[src/rtl/ctrl_ep_pkg.sv]
package ctrl_ep_pkg;
  typedef enum logic [2:0] {
    ST_SETUP     = 3'd0,
    ST_DATA_TX   = 3'd1,
    ST_DATA_RX   = 3'd2,
    ST_STATUS_TX = 3'd3,
    ST_STATUS_RX = 3'd4
  } ep0_state_e;

  typedef enum logic [2:0] {
    RQ_BAD_LEN,
    RQ_GET_DESC,
    RQ_SET_ADDR,
    RQ_SET_CFG,
    RQ_OTHER
  } req_kind_e;

  localparam int unsigned SETUP_BYTES = 8;
  localparam int unsigned FIELD_W     = 16;
endpackage

[src/rtl/ctrl_req_decode.sv]
module ctrl_req_decode
  import ctrl_ep_pkg::*;
(
  input  logic [3:0] len_i,
  input  logic [7:0] req_type_i,
  input  logic [7:0] req_code_i,
  output req_kind_e  kind_o
);
  logic dev_to_host_std;

  // standard device/interface/endpoint IN requests
  assign dev_to_host_std = (req_type_i == 8'h80) || (req_type_i == 8'h81) ||
                           (req_type_i == 8'h82);

  always_comb begin
    if (len_i != 4'(SETUP_BYTES))                        kind_o = RQ_BAD_LEN;
    else if (dev_to_host_std && req_code_i == 8'd6)      kind_o = RQ_GET_DESC;
    else if (req_type_i == 8'h00 && req_code_i == 8'd5)  kind_o = RQ_SET_ADDR;
    else if (req_type_i == 8'h00 && req_code_i == 8'd9)  kind_o = RQ_SET_CFG;
    else                                                 kind_o = RQ_OTHER;
  end
endmodule

[src/rtl/ctrl_chunk_ctr.sv]
module ctrl_chunk_ctr #(
  parameter int unsigned MAX_PKT = 64,
  parameter int unsigned LEN_W   = 16,
  localparam int unsigned CHUNK_W = $clog2(MAX_PKT + 1)
) (
  input  logic               clk_i,
  input  logic               rst_ni,
  input  logic               clear_i,
  input  logic               load_i,
  input  logic [LEN_W-1:0]   total_i,
  input  logic               step_i,
  output logic [CHUNK_W-1:0] ld_chunk_o,
  output logic [CHUNK_W-1:0] nx_chunk_o,
  output logic [LEN_W-1:0]   off_o,
  output logic               pending_o
);
  localparam logic [LEN_W-1:0]   MAX_L = LEN_W'(MAX_PKT);
  localparam logic [CHUNK_W-1:0] MAX_C = CHUNK_W'(MAX_PKT);

  logic [LEN_W-1:0] rem_q, off_q;

  assign ld_chunk_o = (total_i > MAX_L) ? MAX_C : total_i[CHUNK_W-1:0];
  assign nx_chunk_o = (rem_q > MAX_L) ? MAX_C : rem_q[CHUNK_W-1:0];
  assign off_o      = off_q;
  assign pending_o  = (rem_q != '0);

  always_ff @(posedge clk_i or negedge rst_ni) begin
    if (!rst_ni) begin
      rem_q <= '0;
      off_q <= '0;
    end else if (load_i) begin
      rem_q <= total_i - LEN_W'(ld_chunk_o);
      off_q <= LEN_W'(ld_chunk_o);
    end else if (clear_i) begin
      rem_q <= '0;
      off_q <= '0;
    end else if (step_i) begin
      rem_q <= rem_q - LEN_W'(nx_chunk_o);
      off_q <= off_q + LEN_W'(nx_chunk_o);
    end
  end

  AST_NO_UNDERFLOW: assert property (@(posedge clk_i) disable iff (!rst_ni)
    step_i && !load_i && !clear_i |-> rem_q != '0);
endmodule

[src/rtl/ctrl_ep_seq.sv]
module ctrl_ep_seq
  import ctrl_ep_pkg::*;
#(
  parameter int unsigned MAX_PKT = 64,
  parameter int unsigned ADDR_W  = 7,
  parameter int unsigned RXLEN_W = 7,
  localparam int unsigned CHUNK_W = $clog2(MAX_PKT + 1)
) (
  input  logic               clk_i,
  input  logic               rst_ni,
  input  logic               bus_reset_i,
  input  logic               setup_valid_i,
  input  logic [3:0]         setup_len_i,
  input  logic [63:0]        setup_data_i,
  input  logic               desc_found_i,
  input  logic [15:0]        desc_size_i,
  input  logic               ext_handled_i,
  input  logic [1:0]         ext_stage_i,
  input  logic               rx_done_i,
  input  logic [RXLEN_W-1:0] rx_len_i,
  input  logic               tx_done_i,
  output logic               arm_rx_o,
  output logic               arm_tx_o,
  output logic [CHUNK_W-1:0] tx_len_o,
  output logic [15:0]        tx_off_o,
  output logic               stall_o,
  output logic               cfg_valid_o,
  output logic [15:0]        cfg_idx_o,
  output logic [ADDR_W-1:0]  dev_addr_o,
  output logic               addr_en_o,
  output logic [2:0]         state_o
);
  localparam int unsigned LEN_W = FIELD_W;

  logic [7:0]       req_type, req_code;
  logic [LEN_W-1:0] w_value, w_length, desc_tot;
  logic             unused_idx;

  assign req_type   = setup_data_i[7:0];
  assign req_code   = setup_data_i[15:8];
  assign w_value    = setup_data_i[31:16];
  assign w_length   = setup_data_i[63:48];
  assign unused_idx = ^setup_data_i[47:32];
  assign desc_tot   = (w_length < desc_size_i) ? w_length : desc_size_i;

  req_kind_e kind;

  ctrl_req_decode u_dec (
    .len_i      (setup_len_i),
    .req_type_i (req_type),
    .req_code_i (req_code),
    .kind_o     (kind)
  );

  logic               ck_clear, ck_load, ck_step, ck_pending;
  logic [LEN_W-1:0]   ck_total, ck_off;
  logic [CHUNK_W-1:0] ck_ld_chunk, ck_nx_chunk;

  ctrl_chunk_ctr #(.MAX_PKT(MAX_PKT), .LEN_W(LEN_W)) u_chunk (
    .clk_i      (clk_i),
    .rst_ni     (rst_ni),
    .clear_i    (ck_clear),
    .load_i     (ck_load),
    .total_i    (ck_total),
    .step_i     (ck_step),
    .ld_chunk_o (ck_ld_chunk),
    .nx_chunk_o (ck_nx_chunk),
    .off_o      (ck_off),
    .pending_o  (ck_pending)
  );

  ep0_state_e         state_q, state_d;
  logic               arm_rx_q, arm_rx_d, arm_tx_q, arm_tx_d, stall_q, stall_d;
  logic               cfg_v_q, cfg_v_d;
  logic [15:0]        cfg_idx_q, cfg_idx_d;
  logic [CHUNK_W-1:0] tx_len_q, tx_len_d;
  logic [LEN_W-1:0]   tx_off_q, tx_off_d;
  logic [ADDR_W-1:0]  addr_q, addr_d, pend_q, pend_d;
  logic               addr_en_q, addr_en_d, pend_v_q, pend_v_d;

  always_comb begin
    state_d   = state_q;
    arm_rx_d  = 1'b0;
    arm_tx_d  = 1'b0;
    stall_d   = 1'b0;
    cfg_v_d   = 1'b0;
    cfg_idx_d = cfg_idx_q;
    tx_len_d  = '0;
    tx_off_d  = '0;
    addr_d    = addr_q;
    addr_en_d = addr_en_q;
    pend_d    = pend_q;
    pend_v_d  = pend_v_q;
    ck_clear  = 1'b0;
    ck_load   = 1'b0;
    ck_step   = 1'b0;
    ck_total  = desc_tot;

    if (bus_reset_i) begin
      state_d   = ST_SETUP;
      addr_d    = '0;
      addr_en_d = 1'b1;
      pend_v_d  = 1'b0;
      ck_clear  = 1'b1;
      arm_rx_d  = 1'b1;
    end else if (setup_valid_i) begin
      // a new setup abandons whatever stage was running
      state_d  = ST_SETUP;
      pend_v_d = 1'b0;
      ck_clear = 1'b1;
      unique case (kind)
        RQ_BAD_LEN: stall_d = 1'b1;
        RQ_GET_DESC: begin
          if (desc_found_i) begin
            ck_load  = 1'b1;
            arm_tx_d = 1'b1;
            tx_len_d = ck_ld_chunk;
            state_d  = ST_DATA_TX;
          end else begin
            stall_d = 1'b1;
          end
        end
        RQ_SET_ADDR: begin
          arm_tx_d = 1'b1;
          state_d  = ST_STATUS_TX;
          pend_d   = w_value[ADDR_W-1:0];
          pend_v_d = 1'b1;
        end
        RQ_SET_CFG: begin
          cfg_v_d   = 1'b1;
          cfg_idx_d = w_value;
          arm_tx_d  = 1'b1;
          state_d   = ST_STATUS_TX;
        end
        default: begin
          if (!ext_handled_i) begin
            stall_d = 1'b1;
          end else begin
            unique case (ext_stage_i)
              2'd0: begin
                arm_tx_d = 1'b1;
                state_d  = ST_STATUS_TX;
              end
              2'd1: begin
                ck_total = w_length;
                ck_load  = 1'b1;
                arm_tx_d = 1'b1;
                tx_len_d = ck_ld_chunk;
                state_d  = ST_DATA_TX;
              end
              2'd2: begin
                arm_rx_d = 1'b1;
                state_d  = ST_DATA_RX;
              end
              default: stall_d = 1'b1;
            endcase
          end
        end
      endcase
    end else begin
      unique case (state_q)
        ST_DATA_TX: if (tx_done_i) begin
          if (ck_pending) begin
            ck_step  = 1'b1;
            arm_tx_d = 1'b1;
            tx_len_d = ck_nx_chunk;
            tx_off_d = ck_off;
          end else begin
            arm_rx_d = 1'b1;
            state_d  = ST_STATUS_RX;
          end
        end
        ST_DATA_RX: if (rx_done_i) begin
          arm_tx_d = 1'b1;
          state_d  = ST_STATUS_TX;
        end
        ST_STATUS_TX: if (tx_done_i) begin
          if (pend_v_q) begin
            addr_d    = pend_q;
            addr_en_d = 1'b1;
            pend_v_d  = 1'b0;
          end
          arm_rx_d = 1'b1;
          state_d  = ST_SETUP;
        end
        ST_STATUS_RX: if (rx_done_i) begin
          if (rx_len_i != '0) stall_d  = 1'b1;
          else                arm_rx_d = 1'b1;
          state_d = ST_SETUP;
        end
        default: ;
      endcase
    end
  end

  always_ff @(posedge clk_i or negedge rst_ni) begin
    if (!rst_ni) begin
      state_q   <= ST_SETUP;
      arm_rx_q  <= 1'b0;
      arm_tx_q  <= 1'b0;
      stall_q   <= 1'b0;
      cfg_v_q   <= 1'b0;
      cfg_idx_q <= '0;
      tx_len_q  <= '0;
      tx_off_q  <= '0;
      addr_q    <= '0;
      addr_en_q <= 1'b0;
      pend_q    <= '0;
      pend_v_q  <= 1'b0;
    end else begin
      state_q   <= state_d;
      arm_rx_q  <= arm_rx_d;
      arm_tx_q  <= arm_tx_d;
      stall_q   <= stall_d;
      cfg_v_q   <= cfg_v_d;
      cfg_idx_q <= cfg_idx_d;
      tx_len_q  <= tx_len_d;
      tx_off_q  <= tx_off_d;
      addr_q    <= addr_d;
      addr_en_q <= addr_en_d;
      pend_q    <= pend_d;
      pend_v_q  <= pend_v_d;
    end
  end

  assign arm_rx_o    = arm_rx_q;
  assign arm_tx_o    = arm_tx_q;
  assign stall_o     = stall_q;
  assign tx_len_o    = tx_len_q;
  assign tx_off_o    = tx_off_q;
  assign cfg_valid_o = cfg_v_q;
  assign cfg_idx_o   = cfg_idx_q;
  assign dev_addr_o  = addr_q;
  assign addr_en_o   = addr_en_q;
  assign state_o     = state_q;

  AST_BUS_RESET_STATE: assert property (@(posedge clk_i) disable iff (!rst_ni)
    bus_reset_i |=> state_o == ST_SETUP && addr_en_o && dev_addr_o == '0 && arm_rx_o);
  AST_STALL_IN_SETUP: assert property (@(posedge clk_i) disable iff (!rst_ni)
    stall_o |-> state_o == ST_SETUP);
  AST_CHUNK_LIMIT: assert property (@(posedge clk_i) disable iff (!rst_ni)
    arm_tx_o |-> tx_len_o <= CHUNK_W'(MAX_PKT));
  AST_ADDR_AFTER_STATUS: assert property (@(posedge clk_i) disable iff (!rst_ni)
    !$stable({addr_en_o, dev_addr_o}) |->
      $past(bus_reset_i) || ($past(state_o == ST_STATUS_TX) && $past(tx_done_i)));
  AST_SINGLE_ACTION: assert property (@(posedge clk_i) disable iff (!rst_ni)
    $onehot0({arm_tx_o, arm_rx_o, stall_o}));
endmodule

[config.mk]
export PLATFORM = sky130hd
export DESIGN_NAME = ctrl_ep_seq
export DESIGN_NICKNAME = d
export VERILOG_FILES = /design/src/rtl/ctrl_ep_pkg.sv /design/src/rtl/ctrl_req_decode.sv /design/src/rtl/ctrl_chunk_ctr.sv /design/src/rtl/ctrl_ep_seq.sv
export SDC_FILE = /design/constraint.sdc
export NUM_CORES = 1
export LEC_CHECK = 0
export ABC_AREA = 0
export BUFFER_PORTS_ARGS = -buffer_cell sky130_fd_sc_hd__buf_2
export CELL_PAD_IN_SITES_DETAIL_PLACEMENT = 0
export CELL_PAD_IN_SITES_GLOBAL_PLACEMENT = 2
export CORE_MARGIN = 5
export CORE_UTILIZATION = 30
export CTS_CLUSTER_DIAMETER = 50
export DETAILED_ROUTE_END_ITERATION = 6
export PLACE_DENSITY = 0.81
export SLEW_MARGIN = 20
export SYNTH_ARGS = -nofsm -noshare
export SYNTH_HDL_FRONTEND = slang
export SYNTH_SLANG_ARGS = --single-unit
[constraint.sdc]
create_clock -name clk_i -period 4.5 [get_ports clk_i]
set_clock_uncertainty 0.1 [all_clocks]
set_input_delay 0.225 -clock clk_i [delete_from_list [all_inputs] [get_ports clk_i]]
set_output_delay 0.225 -clock clk_i [all_outputs]
set_load 0.01 [all_outputs]
==> run summary, run 1 <==
The count of buffers inserted at the top-level ports works out to 138. The average detailed-routed wire length per instance came out at 15.97 um. The run gives 0 as the number of endpoints with negative hold slack in the final report. The mean number of vias per cell works out to 5.073. IR analysis of the VDD net gives a maximum drop of 0.1321 mV. Synthesis produced a netlist whose cell count is 602. Peak-usage layer in the global routing report: met2.

TritonCTS built the clock tree. Global routing consumed, on the met2 layer, 24.03% of the routing resources. The critical path buffer and inverter count was 1; the all-layer global routing usage was 14.33%. Summing all multi-input logic gate instances after layout gives 3040 um2. In this run the cell area measured after placement is 6555 um2.

The category of the critical setup timing path was reg -> reg. The first global-routing pass estimated 25550 um of wire. The post-detailed-routing wire length is 15620 um.

The proportion of layout cells with a drive suffix above 1 came out at 26.88%. The logs give 0 for the number of buffers inserted by post-CTS setup repair and 0 for the number of cells upsized or downsized after cts. The final max-slew violation count is 0. At the worst endpoint, the arrival time is 3980 ps.

The number of search-and-repair iterations in the first detailed-routing pass is 5. The total power per unit cell area came out at 264.8 nW/um2. The die covers 21450 um2. The number of buffers inserted for hold repair after clock tree synthesis is 2, and the estimated wirelength of the detail-placed design is 12290 um. The run gives 30.18% as the effective utilization at floorplan. The number of levels in the clock H-tree is 3. The run gives 0 as the initial antenna violation count. Walking the worst path, the cells encountered are nor4_1 -> nand2_1 -> a21oi_1 -> and2_1 -> ha_1 -> inv_1 -> fa_1 -> nor2b_1 -> o21ai_0 -> a21oi_1 -> o21ai_0 -> a21boi_0 -> o211ai_1 -> or3_1 -> a21oi_1. Global routing used 18.85% of the available met1 tracks. The tree is rooted in a sky130_fd_sc_hd__clkbuf_16.

After detailed routing, the number of remaining DRC violations is 0. For this design, the slowest cell found on the critical path is sky130_fd_sc_hd__nor4_1. The internal power of the cells totals 1325 uW. The maximum clock rate is 0.2618 GHz, and the total inserted antenna cells is 0. The via count of the first global-routing pass was 5031. Global routing used 2.607% of the available met3 tracks. The final critical-path required period is 3819 ps, and the worst slew margin relative to its limit is 37.61%.

Entering global routing, the biggest net connects 53 pins. The synthesized design contains 94 register bits. The total of warnings raised by yosys was 0; the worst slack at placement was 712.8 ps. The analysis attributes to net switching a power of 486.8 uW.

Setup repair after global routing left no endpoint under its margin. The number of design-rule violations left by the first detailed-router iteration is 224, and the count of flip-flops with a built-in enable after synthesis is 0. The final setup violation count came out at 0. The final non-filler cell area was 6840 um2; the average footprint of a synthesized cell was 9.282 um2.

Of all nets on the critical path, the largest fanout is 6. The number of maximum-capacitance violations was 0; the worst path required time was 4660 ps. Synthesized area: 5588 um2.

The worst setup path is captured at a register. The floorplan step set the die width to 146.5 um. The setup total negative slack came out at 0 ps.

Across all layers, the routed design uses 4961 vias. The post-route fraction of the period consumed by the critical path was 84.87%; the clock insertion delay at the later pin of the skew report was 340 ps. Synthesis instantiated 66 different standard cells from the library. The height of the chip is 146.5 um. Clock-pin slew was measured on the worst setup and hold paths at 70 ps. The standby leakage power was 0.003415 uW; the number of routed nets with antenna violations was 0. Counting flops with an async set or reset pin after synthesis yields a share of 100.0%. Counting every sink on the clock net gives 94. Combinational logic is responsible for 14.6% of the overall power.

The signed area change from the synthesized netlist to the final layout works out to 22.41%. In this design, the critical path's most frequently occurring cell is sky130_fd_sc_hd__a21oi_1. Of the total power, the share spent switching nets is 26.87%. At the pin with the least slew margin, the transition time is 928.7 ps. The floorplan step defined a core boundary enclosing 18520 um2. Total power for the finished layout comes to 1812 uW. Routability-driven placement finished with a final weighted congestion of 0.8348. Counting along the longest clock path gives a buffer depth of 2. The tools report the worst-case setup margin in the final layout as 680.8 ps. The run finished with clean final reports. The register area share after synthesis was 42.10%; the net count of the finished layout was 866. In this design, the largest share of critical-path delay is due to simple AND/OR/NAND/NOR gates. In the synthesized netlist the dominant register cell turns out to be sky130_fd_sc_hd__dfrtp_1.

Counting the fill cells in the layout gives 1916. The clock network accounts for 38.0% of the total power. The number of top-level pins came out at 155. The path category of the worst min-delay check is in -> reg.

The launching element type of the critical path was a register. The logs give 9 for the number of buffers added by the clock tree synthesis step and 2352 um2 for the area occupied by registers. The total overflow left after global routing is 0.

In this run the core area contains 50 standard-cell rows. Sequential cells account for 47.4% of the total power. The peak per-stage delay on the critical path works out to 530 ps.
[state kept, by name, summed over array words and instances (netlist names)]
signal,count
cfg_valid_o,1
cfg_idx_o,16
state_o,3
stall_o,1
arm_rx_o,1
u_chunk.rem_q,16
addr_en_o,1
pend_q,7
tx_off_o,16
pend_v_q,1
tx_len_o,7
arm_tx_o,1
u_chunk.off_o,16
dev_addr_o,7
[Yosys cell counts, types with 3 or more instances]
cell type | n | share of area, %
sky130_fd_sc_hd__a21o_1 | 6 | 0.81
sky130_fd_sc_hd__xor2_1 | 5 | 0.78
sky130_fd_sc_hd__nor2b_1 | 3 | 0.34
sky130_fd_sc_hd__inv_1 | 31 | 2.1
sky130_fd_sc_hd__nor4_1 | 10 | 1.1
sky130_fd_sc_hd__o221ai_1 | 3 | 0.47
sky130_fd_sc_hd__or4_1 | 3 | 0.40
sky130_fd_sc_hd__mux2i_1 | 10 | 1.8
sky130_fd_sc_hd__a21oi_1 | 42 | 3.8
sky130_fd_sc_hd__a22o_1 | 7 | 1.1
sky130_fd_sc_hd__or2_2 | 5 | 0.56
sky130_fd_sc_hd__o211ai_1 | 3 | 0.40
sky130_fd_sc_hd__and3_1 | 19 | 2.1
sky130_fd_sc_hd__mux2_2 | 26 | 5.2
sky130_fd_sc_hd__ha_1 | 24 | 5.4
sky130_fd_sc_hd__nor2_1 | 58 | 3.9
sky130_fd_sc_hd__clkbuf_1 | 20 | 1.3
sky130_fd_sc_hd__xnor2_1 | 18 | 2.8
sky130_fd_sc_hd__o21a_1 | 3 | 0.40
sky130_fd_sc_hd__and2_1 | 5 | 0.56
sky130_fd_sc_hd__dfrtp_1 | 94 | 42
sky130_fd_sc_hd__o22ai_1 | 5 | 0.56
sky130_fd_sc_hd__o21ai_0 | 34 | 3.0
sky130_fd_sc_hd__nor4b_1 | 4 | 0.63
sky130_fd_sc_hd__nor3b_1 | 3 | 0.40
sky130_fd_sc_hd__nand4_1 | 3 | 0.34
sky130_fd_sc_hd__nand3_1 | 12 | 1.1
sky130_fd_sc_hd__a211oi_1 | 4 | 0.54
sky130_fd_sc_hd__nand2b_1 | 9 | 1.0
sky130_fd_sc_hd__a31oi_1 | 5 | 0.56
sky130_fd_sc_hd__nor3_1 | 22 | 2.0
sky130_fd_sc_hd__o31ai_1 | 3 | 0.40
sky130_fd_sc_hd__or3_1 | 8 | 0.90
sky130_fd_sc_hd__o22a_1 | 6 | 0.94
sky130_fd_sc_hd__nand2_1 | 49 | 3.3
sky130_fd_sc_hd__a2111oi_0 | 4 | 0.63
[cells by family after synthesis]
logic type | count (synthesis) | synth area share (%)
and+or+nand+nor | 224 | 20.64
buffers and inverters | 53 | 3.605
DFF | 94 | 42.10
other | 1 | 0.06711
xor gates and xnor gates | 23 | 3.605
muxes | 37 | 7.300
AOI/OAI and AO/OA | 145 | 16.95
adders and majority gates | 25 | 5.732
[layout make-up]
class / instances / area share, %
multi-input cells: 456 / 44.45
flip-flops and latches: 94 / 34.39
repair buffers: 148 / 11.30
well taps: 234 / 4.280
clock buffers: 10 / 3.347
inverters: 31 / 1.701
clock inverters: 5 / 0.5305
[placed cells by master (no fill, tap or decap), types with 4 or more instances in the layout]
| master | n |
|---|---|
| sky130_fd_sc_hd__nor3_1 | 22 |
| sky130_fd_sc_hd__clkbuf_16 | 9 |
| sky130_fd_sc_hd__o22a_1 | 6 |
| sky130_fd_sc_hd__or3_1 | 8 |
| sky130_fd_sc_hd__o22ai_1 | 5 |
| sky130_fd_sc_hd__a31oi_1 | 5 |
| sky130_fd_sc_hd__nor4_1 | 10 |
| sky130_fd_sc_hd__and3_1 | 19 |
| sky130_fd_sc_hd__nor2_1 | 57 |
| sky130_fd_sc_hd__and2_1 | 5 |
| sky130_fd_sc_hd__or2_2 | 5 |
| sky130_fd_sc_hd__a211oi_1 | 4 |
| sky130_fd_sc_hd__mux2_2 | 26 |
| sky130_fd_sc_hd__dfrtp_1 | 94 |
| sky130_fd_sc_hd__buf_2 | 137 |
| sky130_fd_sc_hd__o21ai_0 | 34 |
| sky130_fd_sc_hd__xor2_1 | 5 |
| sky130_fd_sc_hd__nand2_1 | 49 |
| sky130_fd_sc_hd__mux2i_1 | 10 |
| sky130_fd_sc_hd__buf_4 | 9 |
| sky130_fd_sc_hd__a22o_1 | 7 |
| sky130_fd_sc_hd__a21o_1 | 6 |
| sky130_fd_sc_hd__a2111oi_0 | 4 |
| sky130_fd_sc_hd__a21oi_1 | 42 |
| sky130_fd_sc_hd__ha_1 | 24 |
| sky130_fd_sc_hd__xnor2_1 | 18 |
| sky130_fd_sc_hd__nand3_1 | 12 |
| sky130_fd_sc_hd__nand2b_1 | 9 |
| sky130_fd_sc_hd__inv_1 | 31 |
| sky130_fd_sc_hd__nor4b_1 | 4 |
[worst paths after layout]
path / start / end / slack, ps / cells past startpoint
max: u_chunk.rem_q[2]$_DFFE_PN0P_ / u_chunk.off_o[14]$_DFFE_PN0P_ / 680 / 15
min: setup_data_i[26] / cfg_idx_o[10]$_DFFE_PN0P_ / 20 / 2
max reg2reg: u_chunk.rem_q[2]$_DFFE_PN0P_ / u_chunk.off_o[14]$_DFFE_PN0P_ / 680 / 15
min reg2reg: addr_en_o$_DFFE_PN0P_ / addr_en_o$_DFFE_PN0P_ / 390 / 1
max in group asynchronous: rst_ni / arm_tx_o$_DFF_PN0_ / 2930 / 3
min in group asynchronous: rst_ni / cfg_idx_o[15]$_DFFE_PN0P_ / 300 / 2
[stage by stage]
step / hold slack, ps / utilization [%] / cells
final: 17.07 / 36.94 / 978
after global routing: 8.798 / 36.94 / 978
after CTS: 3.668 / 36.94 / 978
after detailed placement: 140.7 / 35.40 / 961
after global placement: 129.7 / 35.40 / 961
after floorplan: -170.6 / - / 603
[power groups by stage]
stage	Combinational, uW	Sequential [uW]	Clock (uW)
after floorplan	151	874	0
after global placement	256	875	0
after detailed placement	261	875	0
after CTS	264	859	712
after global routing	299	860	747
final	264	859	688
[layer usage]
metal / up-vias / wire length [um]
met4: 0 / 263
met5: - / 0
met1: 2379 / 6986
met2: 122 / 7563
met3: 16 / 805
li1: 2444 / -
No activity file was read; power rests on OpenSTA's default activity.
==> inputs of run 2 (changes only) <==
==> constraint.sdc (replaced) <==
create_clock -name clk_i -period 4 [get_ports clk_i]
set_clock_uncertainty 0.1 [all_clocks]
set_input_delay 0.2 -clock clk_i [delete_from_list [all_inputs] [get_ports clk_i]]
set_output_delay 0.2 -clock clk_i [all_outputs]
set_load 0.01 [all_outputs]
==> run 2 against run 1 <==
Worst setup slack worse by 320 ps. Sequential power up 13%. Clock power up 22%. Combinational power up 16%. Register-to-register slack worse by 320 ps. Maximum frequency up 5.0%. Sequential share of layout area down 0.69 points. Global-route usage up 0.21 points. Utilization up 0.76 points. Flip-flop and latch count unchanged. Critical path type unchanged. Hold slack worse by 12 ps.
==> run summary, run 2 (same netlist as run 1, synthesis figures left out) <==
The flow ran to the end, and the final reports show no timing, DRC or antenna violations. Reg-to-reg startpoint: u_chunk.rem_q[2]$_DFFE_PN0P_ (unchanged). The worst path required time was 4170 ps (was 4660 ps); the count of placed standard cells in the final layout, fillers left out was 990 (was 978). The number of endpoints with negative hold slack in the final report was 0 (unchanged); the length in cells of the worst reg-to-reg path was 15 (unchanged). The routed via count is 5004 (was 4961), and the signed area change from the synthesized netlist to the final layout is 24.92% (was 22.41%). The clock root buffer was sky130_fd_sc_hd__clkbuf_16 (unchanged).

The maximum fanout encountered on the critical timing path works out to 6 (unchanged). The tools report the endpoint of the worst hold path as pend_q[1]$_DFFE_PN0P_ (was cfg_idx_o[10]$_DFFE_PN0P_). The arrival time at the worst endpoint was 3800 ps (was 3980 ps); the worst reg-to-reg setup slack was 360 ps (was 680 ps). The estimated wirelength of the detail-placed design was 12320 um (was 12290 um). For the final global-route overflow total, the log shows 0 (unchanged). The tools report the internal power consumption as 1564 uW (was 1325 uW).

The tools report the capture point of the worst reg-to-reg path as u_chunk.off_o[14]$_DFFE_PN0P_ (unchanged). The logs give 0 (unchanged) for the final setup violation count and 50 (unchanged) for the cell row count. The worst hold path depth came out at 2 (unchanged). Most frequent cells in the layout: sky130_fd_sc_hd__buf_2, sky130_fd_sc_hd__dfrtp_1, sky130_fd_sc_hd__nor2_1 (unchanged). The clock insertion delay at the later pin of the skew report is 340 ps (about the same).

The logs give 37.70% (was 36.94%) for the share of the core filled with cells and 64 (was 53) for the pin count of the biggest net entering global routing. The mean number of vias per cell is 5.055 (was 5.073), and the setup total negative slack is 0 ps (unchanged). The height of the chip is 146.5 um (unchanged), and the global-route wire length before repair is 25810 um (was 25550 um).

The post-route fraction of the period consumed by the critical path was 90.94% (was 84.87%). The worst slew margin relative to its limit was 33.80% (was 37.61%). The slew at the pin with the worst max-slew slack is 985.4 ps (was 928.7 ps).

The total placed cells including tap cells is 961 (unchanged), and the maximum clock rate is 0.2749 GHz (was 0.2618 GHz). The number of buffers inserted by post-CTS setup repair is 0 (unchanged). Switching share of total power: 25.98% (was 26.87%).

For the final estimated routing congestion in global placement, the log shows 0.8380 (was 0.8348). The clock transition time at the flip-flop clock pins of the worst setup and hold paths is 70 ps (about the same). Standby leakage power: 0.003477 uW (was 0.003415 uW). The final max-slew violation count was 0 (unchanged); the number of search-and-repair iterations in the first detailed-routing pass was 5 (unchanged). The proportion of layout cells with a drive suffix above 1 is 26.46% (was 26.88%). The all-layer global routing usage was 14.55% (was 14.33%); the number of design rule violations left after detail routing was 0 (unchanged). The count of buffers inserted at the top-level ports came out at 138 (unchanged). The number of top-level pins came out at 155 (unchanged).

Placeable core area: 18520 um2 (unchanged). The run gives 549.2 uW (was 486.8 uW) as the reported net switching power. TritonCTS built the clock tree. The tools report the worst slack at placement as 278.8 ps (was 712.8 ps).

For the number of design-rule violations left by the first detailed-router iteration, the log shows 259 (was 224). Setup repair after global routing left no endpoint under its margin. Total power per unit cell area: 302.8 nW/um2 (was 264.8 nW/um2). The launching element type of the critical path was a register (unchanged). The run gives 30.18% (unchanged) as the effective utilization at floorplan.

The startpoint of the most critical hold path was setup_data_i[17] (was setup_data_i[26]). The number of routed nets with antenna violations was 0 (unchanged); the worst-case setup margin in the final layout was 362.2 ps (was 680.8 ps). The sequential share of power was 45.7% (was 47.4%); the clock group share of total power was 39.8% (was 38.0%).

The type of destination of the critical path is a register (unchanged). Initial antenna violation count: 0 (unchanged). The die width is 146.5 um (unchanged), and the final critical-path required period is 3638 ps (was 3819 ps). The total power was 2114 uW (was 1812 uW).

The number of maximum-capacitance violations is 0 (unchanged). The number of levels in the clock H-tree was 3 (unchanged). The tools report the total inserted antenna cells as 0 (unchanged). The run gives 21450 um2 (unchanged) as the area of the die. The path category of the worst min-delay check was in -> reg (unchanged).

The average detailed-routed wire length per instance was 16.01 um (was 15.97 um). The category of the critical setup timing path is reg -> reg (unchanged). The post-detailed-routing wire length is 15850 um (was 15620 um). The logs give 0.1410 mV (was 0.1321 mV) for the worst-case vdd ir drop and 94 (unchanged) for the number of sinks driven by the clock tree.

The via count of the first global-routing pass was 5131 (was 5031); the maximum buffer depth of the clock tree was 2 (unchanged). The number of buffers added by the clock tree synthesis step is 9 (unchanged), and the part of the power in combinational logic is 14.4% (was 14.6%). The most common cell after layout, fill and taps aside was sky130_fd_sc_hd__buf_2 (unchanged).

The net count of the finished layout came out at 877 (was 866).
run 2: cell count changes in the layout (fill, tap and decap cells not counted), sizes merged:
| cell | before | now |
|---|---|---|
| dlygate4sd3 | 2 | 13 |
| bufinv | 0 | 1 |
| clkbuf | 10 | 11 |
| clkinvlp | 3 | 2 |
run 2: worst max-delay path, cell delays in order (launching register included):
cell                       delay [ps]
sky130_fd_sc_hd__dfrtp_1          430
sky130_fd_sc_hd__nor4_2           410
sky130_fd_sc_hd__nand2_1          130
sky130_fd_sc_hd__a21oi_1          180
sky130_fd_sc_hd__and2_1           170
sky130_fd_sc_hd__ha_1             170
sky130_fd_sc_hd__inv_1             60
sky130_fd_sc_hd__fa_1             400
sky130_fd_sc_hd__nor2b_1          110
sky130_fd_sc_hd__o21ai_0          100
sky130_fd_sc_hd__a21oi_1          180
sky130_fd_sc_hd__o21ai_0          110
sky130_fd_sc_hd__a21boi_0         240
sky130_fd_sc_hd__o211ai_1         220
sky130_fd_sc_hd__or3_1            410
sky130_fd_sc_hd__a21oi_1          140
run 2: metrics by stage:
stage | hold slack [ps] | instance area [um2]
3_3_place_gp | 216.2 | 6553
4_1_cts | 0.3619 | 6964
5_1_grt | 1.352 | 6980
2_1_floorplan | -195.6 | 5592
6_report | 4.869 | 6980
3_5_place_dp | 238.5 | 6553
run 2: cell type report:
class | instances | area [um2]
fillers | 1896 | 11540
repair buffers | 159 | 883.3
flip-flops and latches | 94 | 2352
multi-input cells | 456 | 3044
well taps | 234 | 292.8
clock buffers | 11 | 232.7
clock inverters | 5 | 58.81
inverters | 31 | 116.4
run 2: worst max path at each step:
stage                                      start                            end  slack, ps
floorplan           u_chunk.rem_q[2]$_DFFE_PN0P_  u_chunk.off_o[12]$_DFFE_PN0P_        250
global placement    u_chunk.rem_q[2]$_DFFE_PN0P_  u_chunk.off_o[14]$_DFFE_PN0P_        340
detailed placement  u_chunk.rem_q[2]$_DFFE_PN0P_  u_chunk.off_o[12]$_DFFE_PN0P_        280
CTS                 u_chunk.rem_q[2]$_DFFE_PN0P_  u_chunk.off_o[14]$_DFFE_PN0P_        260
global route        u_chunk.rem_q[2]$_DFFE_PN0P_  u_chunk.off_o[14]$_DFFE_PN0P_          4
finish              u_chunk.rem_q[2]$_DFFE_PN0P_  u_chunk.off_o[14]$_DFFE_PN0P_        360
run 2: what timing repair did:
item / in CTS / in global routing
gates resized for setup: 0 / 1
hold endpoints to repair: 74 / 1
setup endpoints to repair: 0 / 8
hold buffers: 12 / 1
run 2: power by group through the flow:
stage	sequential, uW	clock (uW)	combinational (uW)
after floorplan	983	0	170
after global placement	984	0	288
after detailed placement	984	0	294
after CTS	966	865	305
after global routing	967	912	343
final	967	842	305
run 2: metal layers:
metal / GRT usage [%] / vias to the layer above / wire length (um)
li1: - / 2479 / -
met1: 19.15 / 2373 / 7150
met2: 24.50 / 129 / 7641
met3: 2.359 / 23 / 747
met4: 4.657 / 0 / 311
met5: 0 / - / 0
==> inputs of run 3 (changes only) <==
--- a/config.mk
+++ b/config.mk
@@ -10,10 +10,10 @@
 export CELL_PAD_IN_SITES_DETAIL_PLACEMENT = 0
 export CELL_PAD_IN_SITES_GLOBAL_PLACEMENT = 2
 export CORE_MARGIN = 5
-export CORE_UTILIZATION = 30
+export CORE_UTILIZATION = 31
 export CTS_CLUSTER_DIAMETER = 50
 export DETAILED_ROUTE_END_ITERATION = 6
-export PLACE_DENSITY = 0.81
+export PLACE_DENSITY = 0.83
 export SLEW_MARGIN = 20
 export SYNTH_ARGS = -nofsm -noshare
 export SYNTH_HDL_FRONTEND = slang
==> run 3 against run 2 <==
Die area is 3.0% lower. Power is 7.3% higher. Highest routed layer unchanged. Count of clock-buffer cells in the layout is 1 lower. Largest cell class unchanged. Wire length is 0.23% lower. Flip-flop and latch count stayed put. First-iteration DRC count is 3.1% higher. Largest power group is now clock.
==> run summary, run 3 (same netlist as run 1, synthesis figures left out) <==
The kind of cell adding the most delay to the critical path was compound AO/OA/AOI/OAI gates (was simple AND/OR/NAND/NOR gates). The signed area change from the synthesized netlist to the final layout was 26.85% (was 24.92%). The logs give 61 (was 64) for the pin count of the biggest net entering global routing and 3820 ps (was 3800 ps) for the arrival time at the worst endpoint.

The number of design-rule violations left by the first detailed-router iteration was 267 (was 259). For the worst-case vdd ir drop, the log shows 0.2003 mV (was 0.1410 mV). The run gives 0 (unchanged) as the initial antenna violation count.

For the number of maximum-capacitance violations, the log shows 0 (unchanged). The slowest cell on the critical path was sky130_fd_sc_hd__fa_1 (was sky130_fd_sc_hd__dfrtp_1). The length in cells of the worst reg-to-reg path works out to 14 (was 15).

The via count of the first global-routing pass is 5034 (was 5131), and the total placed cells including tap cells is 960 (was 961). The reg-to-reg startpoint was u_chunk.rem_q[2]$_DFFE_PN0P_ (unchanged). Most frequent cells in the layout: sky130_fd_sc_hd__buf_2, sky130_fd_sc_hd__dfrtp_1, sky130_fd_sc_hd__nor2_1 (unchanged). The final global-route overflow total is 0 (unchanged). The worst reg-to-reg setup slack was 340 ps (was 360 ps); the cell area reported after detailed placement was 6576 um2 (was 6553 um2).

The post-route fraction of the period consumed by the critical path works out to 91.39% (was 90.94%). The logs give 991 (was 990) for the count of placed standard cells in the final layout, fillers left out and 0 (unchanged) for the total inserted antenna cells. The run gives 0 (unchanged) as the number of design rule violations left after detail routing. The peak per-stage delay on the critical path was 450 ps (was 430 ps); the standby leakage power was 0.003545 uW (was 0.003477 uW). Path category of the worst min-delay check: in -> reg (unchanged). The final-layout worst hold slack is 15.27 ps (was 4.869 ps), and the number of buffers added by the clock tree synthesis step is 9 (unchanged). The logs give 2 (unchanged) for the maximum buffer depth of the clock tree and 4160 ps (was 4170 ps) for the worst path required time. For the all-layer global routing usage, the log shows 14.98% (was 14.55%). The count of buffers inserted at the top-level ports was 138 (unchanged). TritonCTS built the clock tree. The startpoint of the most critical hold path was setup_data_i[18] (was setup_data_i[17]).

The mean number of vias per cell is 5.114 (was 5.055), and the effective utilization at floorplan is 31.32% (was 30.18%). The run gives 155 (unchanged) as the number of top-level pins. Launching element type of the critical path: a register (unchanged). The count of fill cells added during filler insertion was 1793 (was 1896); the worst slew margin relative to its limit was 45.51% (was 33.80%).

The tools report the type of destination of the critical path as a register (unchanged). The final max-slew violation count came out at 0 (unchanged). The number of endpoints with negative hold slack in the final report is 0 (unchanged), and the maximum clock rate is 0.2735 GHz (was 0.2749 GHz). The endpoint of the worst hold path was pend_q[2]$_DFFE_PN0P_ (was pend_q[1]$_DFFE_PN0P_). Setup total negative slack: 0 ps (unchanged). Crit path cell chain: nor4_2 -> nand2_1 -> a21oi_1 -> buf_4 -> nand2_1 -> fa_1 -> nor2b_1 -> o21ai_0 -> a21oi_1 -> o21ai_0 -> a21boi_0 -> o211ai_1 -> or3_1 -> a21oi_1 (was nor4_2 -> nand2_1 -> a21oi_1 -> and2_1 -> ha_1 -> inv_1 -> fa_1 -> nor2b_1 -> o21ai_0 -> a21oi_1 -> o21ai_0 -> a21boi_0 -> o211ai_1 -> or3_1 -> a21oi_1). The total power per unit cell area works out to 319.8 nW/um2 (was 302.8 nW/um2). The tools report the estimated wirelength of the detail-placed design as 12220 um (was 12320 um).

The most common cell after layout, fill and taps aside was sky130_fd_sc_hd__buf_2 (unchanged). The final critical-path required period is 3656 ps (was 3638 ps). The most frequent cell on the critical path is sky130_fd_sc_hd__a21oi_1 (unchanged).

The net count of the finished layout is 884 (was 877). The height of the chip was 144.3 um (was 146.5 um); the die width was 144.3 um (was 146.5 um). The logs give 340 ps (about the same) for the clock insertion delay at the later pin of the skew report and 17840 um2 (was 18520 um2) for the placeable core area. The number of search-and-repair iterations in the first detailed-routing pass is 4 (was 5). The final estimated routing congestion in global placement was 0.8864 (was 0.8380). The area of the die was 20810 um2 (was 21450 um2); the maximum fanout encountered on the critical timing path was 14 (was 6). The flow ran to the end, and the final reports show no timing, DRC or antenna violations. The final non-filler cell area came out at 7088 um2 (was 6980 um2). The number of levels in the clock H-tree came out at 3 (unchanged).

The proportion of layout cells with a drive suffix above 1 works out to 26.90% (was 26.46%). The run gives 5068 (was 5004) as the routed via count. The post-detailed-routing wire length came out at 15810 um (was 15850 um). The clock transition time at the flip-flop clock pins of the worst setup and hold paths is 70 ps (about the same). The capture point of the worst reg-to-reg path is u_chunk.off_o[14]$_DFFE_PN0P_ (unchanged).

The critical path buffer and inverter count is 1 (unchanged). The number of sinks driven by the clock tree is 94 (unchanged), and the global-route wire length before repair is 25170 um (was 25810 um). Category of the critical setup timing path: reg -> reg (unchanged).

The tools report the number of routed nets with antenna violations as 0 (unchanged). The clock root buffer is sky130_fd_sc_hd__clkbuf_16 (unchanged). The slew at the pin with the worst max-slew slack was 811.1 ps (was 985.4 ps). The tools report the cell row count as 49 (was 50).

The average detailed-routed wire length per instance was 15.96 um (was 16.01 um). The worst hold path depth came out at 2 (unchanged). Setup repair after global routing left no endpoint under its margin.

The final setup violation count was 0 (unchanged).
## run 3: report_power, final
| group | leakage [uW] | internal (uW) | switching (uW) | total [uW] |
|---|---|---|---|---|
| Clock | 0.000170 | 628 | 359 | 986 |
| Combinational | 0.00208 | 126 | 188 | 314 |
| Sequential | 0.00130 | 959 | 7.93 | 966 |
## run 3: how the worst max path moves through the flow
stage / startpoint / end / slack [ps] / cells past startpoint
after CTS: u_chunk.rem_q[3]$_DFFE_PN0P_ / u_chunk.off_o[14]$_DFFE_PN0P_ / 250 / 15
after global placement: u_chunk.rem_q[2]$_DFFE_PN0P_ / u_chunk.off_o[12]$_DFFE_PN0P_ / 330 / 15
after global routing: u_chunk.rem_q[2]$_DFFE_PN0P_ / u_chunk.off_o[12]$_DFFE_PN0P_ / 50 / 15
after floorplan: u_chunk.rem_q[2]$_DFFE_PN0P_ / u_chunk.off_o[12]$_DFFE_PN0P_ / 250 / 16
final: u_chunk.rem_q[2]$_DFFE_PN0P_ / u_chunk.off_o[14]$_DFFE_PN0P_ / 340 / 14
after detailed placement: u_chunk.rem_q[3]$_DFFE_PN0P_ / u_chunk.off_o[14]$_DFFE_PN0P_ / 280 / 15
## run 3: cell type report
| class | instances | area, um2 | area share (%) |
|---|---|---|---|
| flip-flops and latches | 94 | 2352 | 33.19 |
| clock inverters | 5 | 106.4 | 1.500 |
| repair buffers | 166 | 943.4 | 13.31 |
| clock buffers | 10 | 239.0 | 3.372 |
| multi-input cells | 456 | 3044 | 42.95 |
| well taps | 229 | 286.5 | 4.042 |
| inverters | 31 | 116.4 | 1.642 |
## run 3: through the flow
step                      util (%)  setup WS [ps]  total power [uW]
after global placement       36.86          328.9              1277
after detailed placement     36.86          279.2              1283
after floorplan                  -          253.2              1153
after CTS                    39.69          247.6              2292
final                        39.73          344.3              2267
after global routing         39.73          53.23              2363
## run 3: per-layer routing
metal  vias up  GRT usage, %  wire, um
met5         -             0         0
met4         0         4.467       261
met3        19         2.745       829
met2       120         24.15      7516
met1      2441         20.63      7207
li1       2488             -         -
## run 3: timing repair
action,in CTS,in global routing
endpoints found under the hold margin,80,0
gates resized for setup,0,1
hold buffers,16,0
setup buffers,0,0
endpoints found under the setup margin,0,3
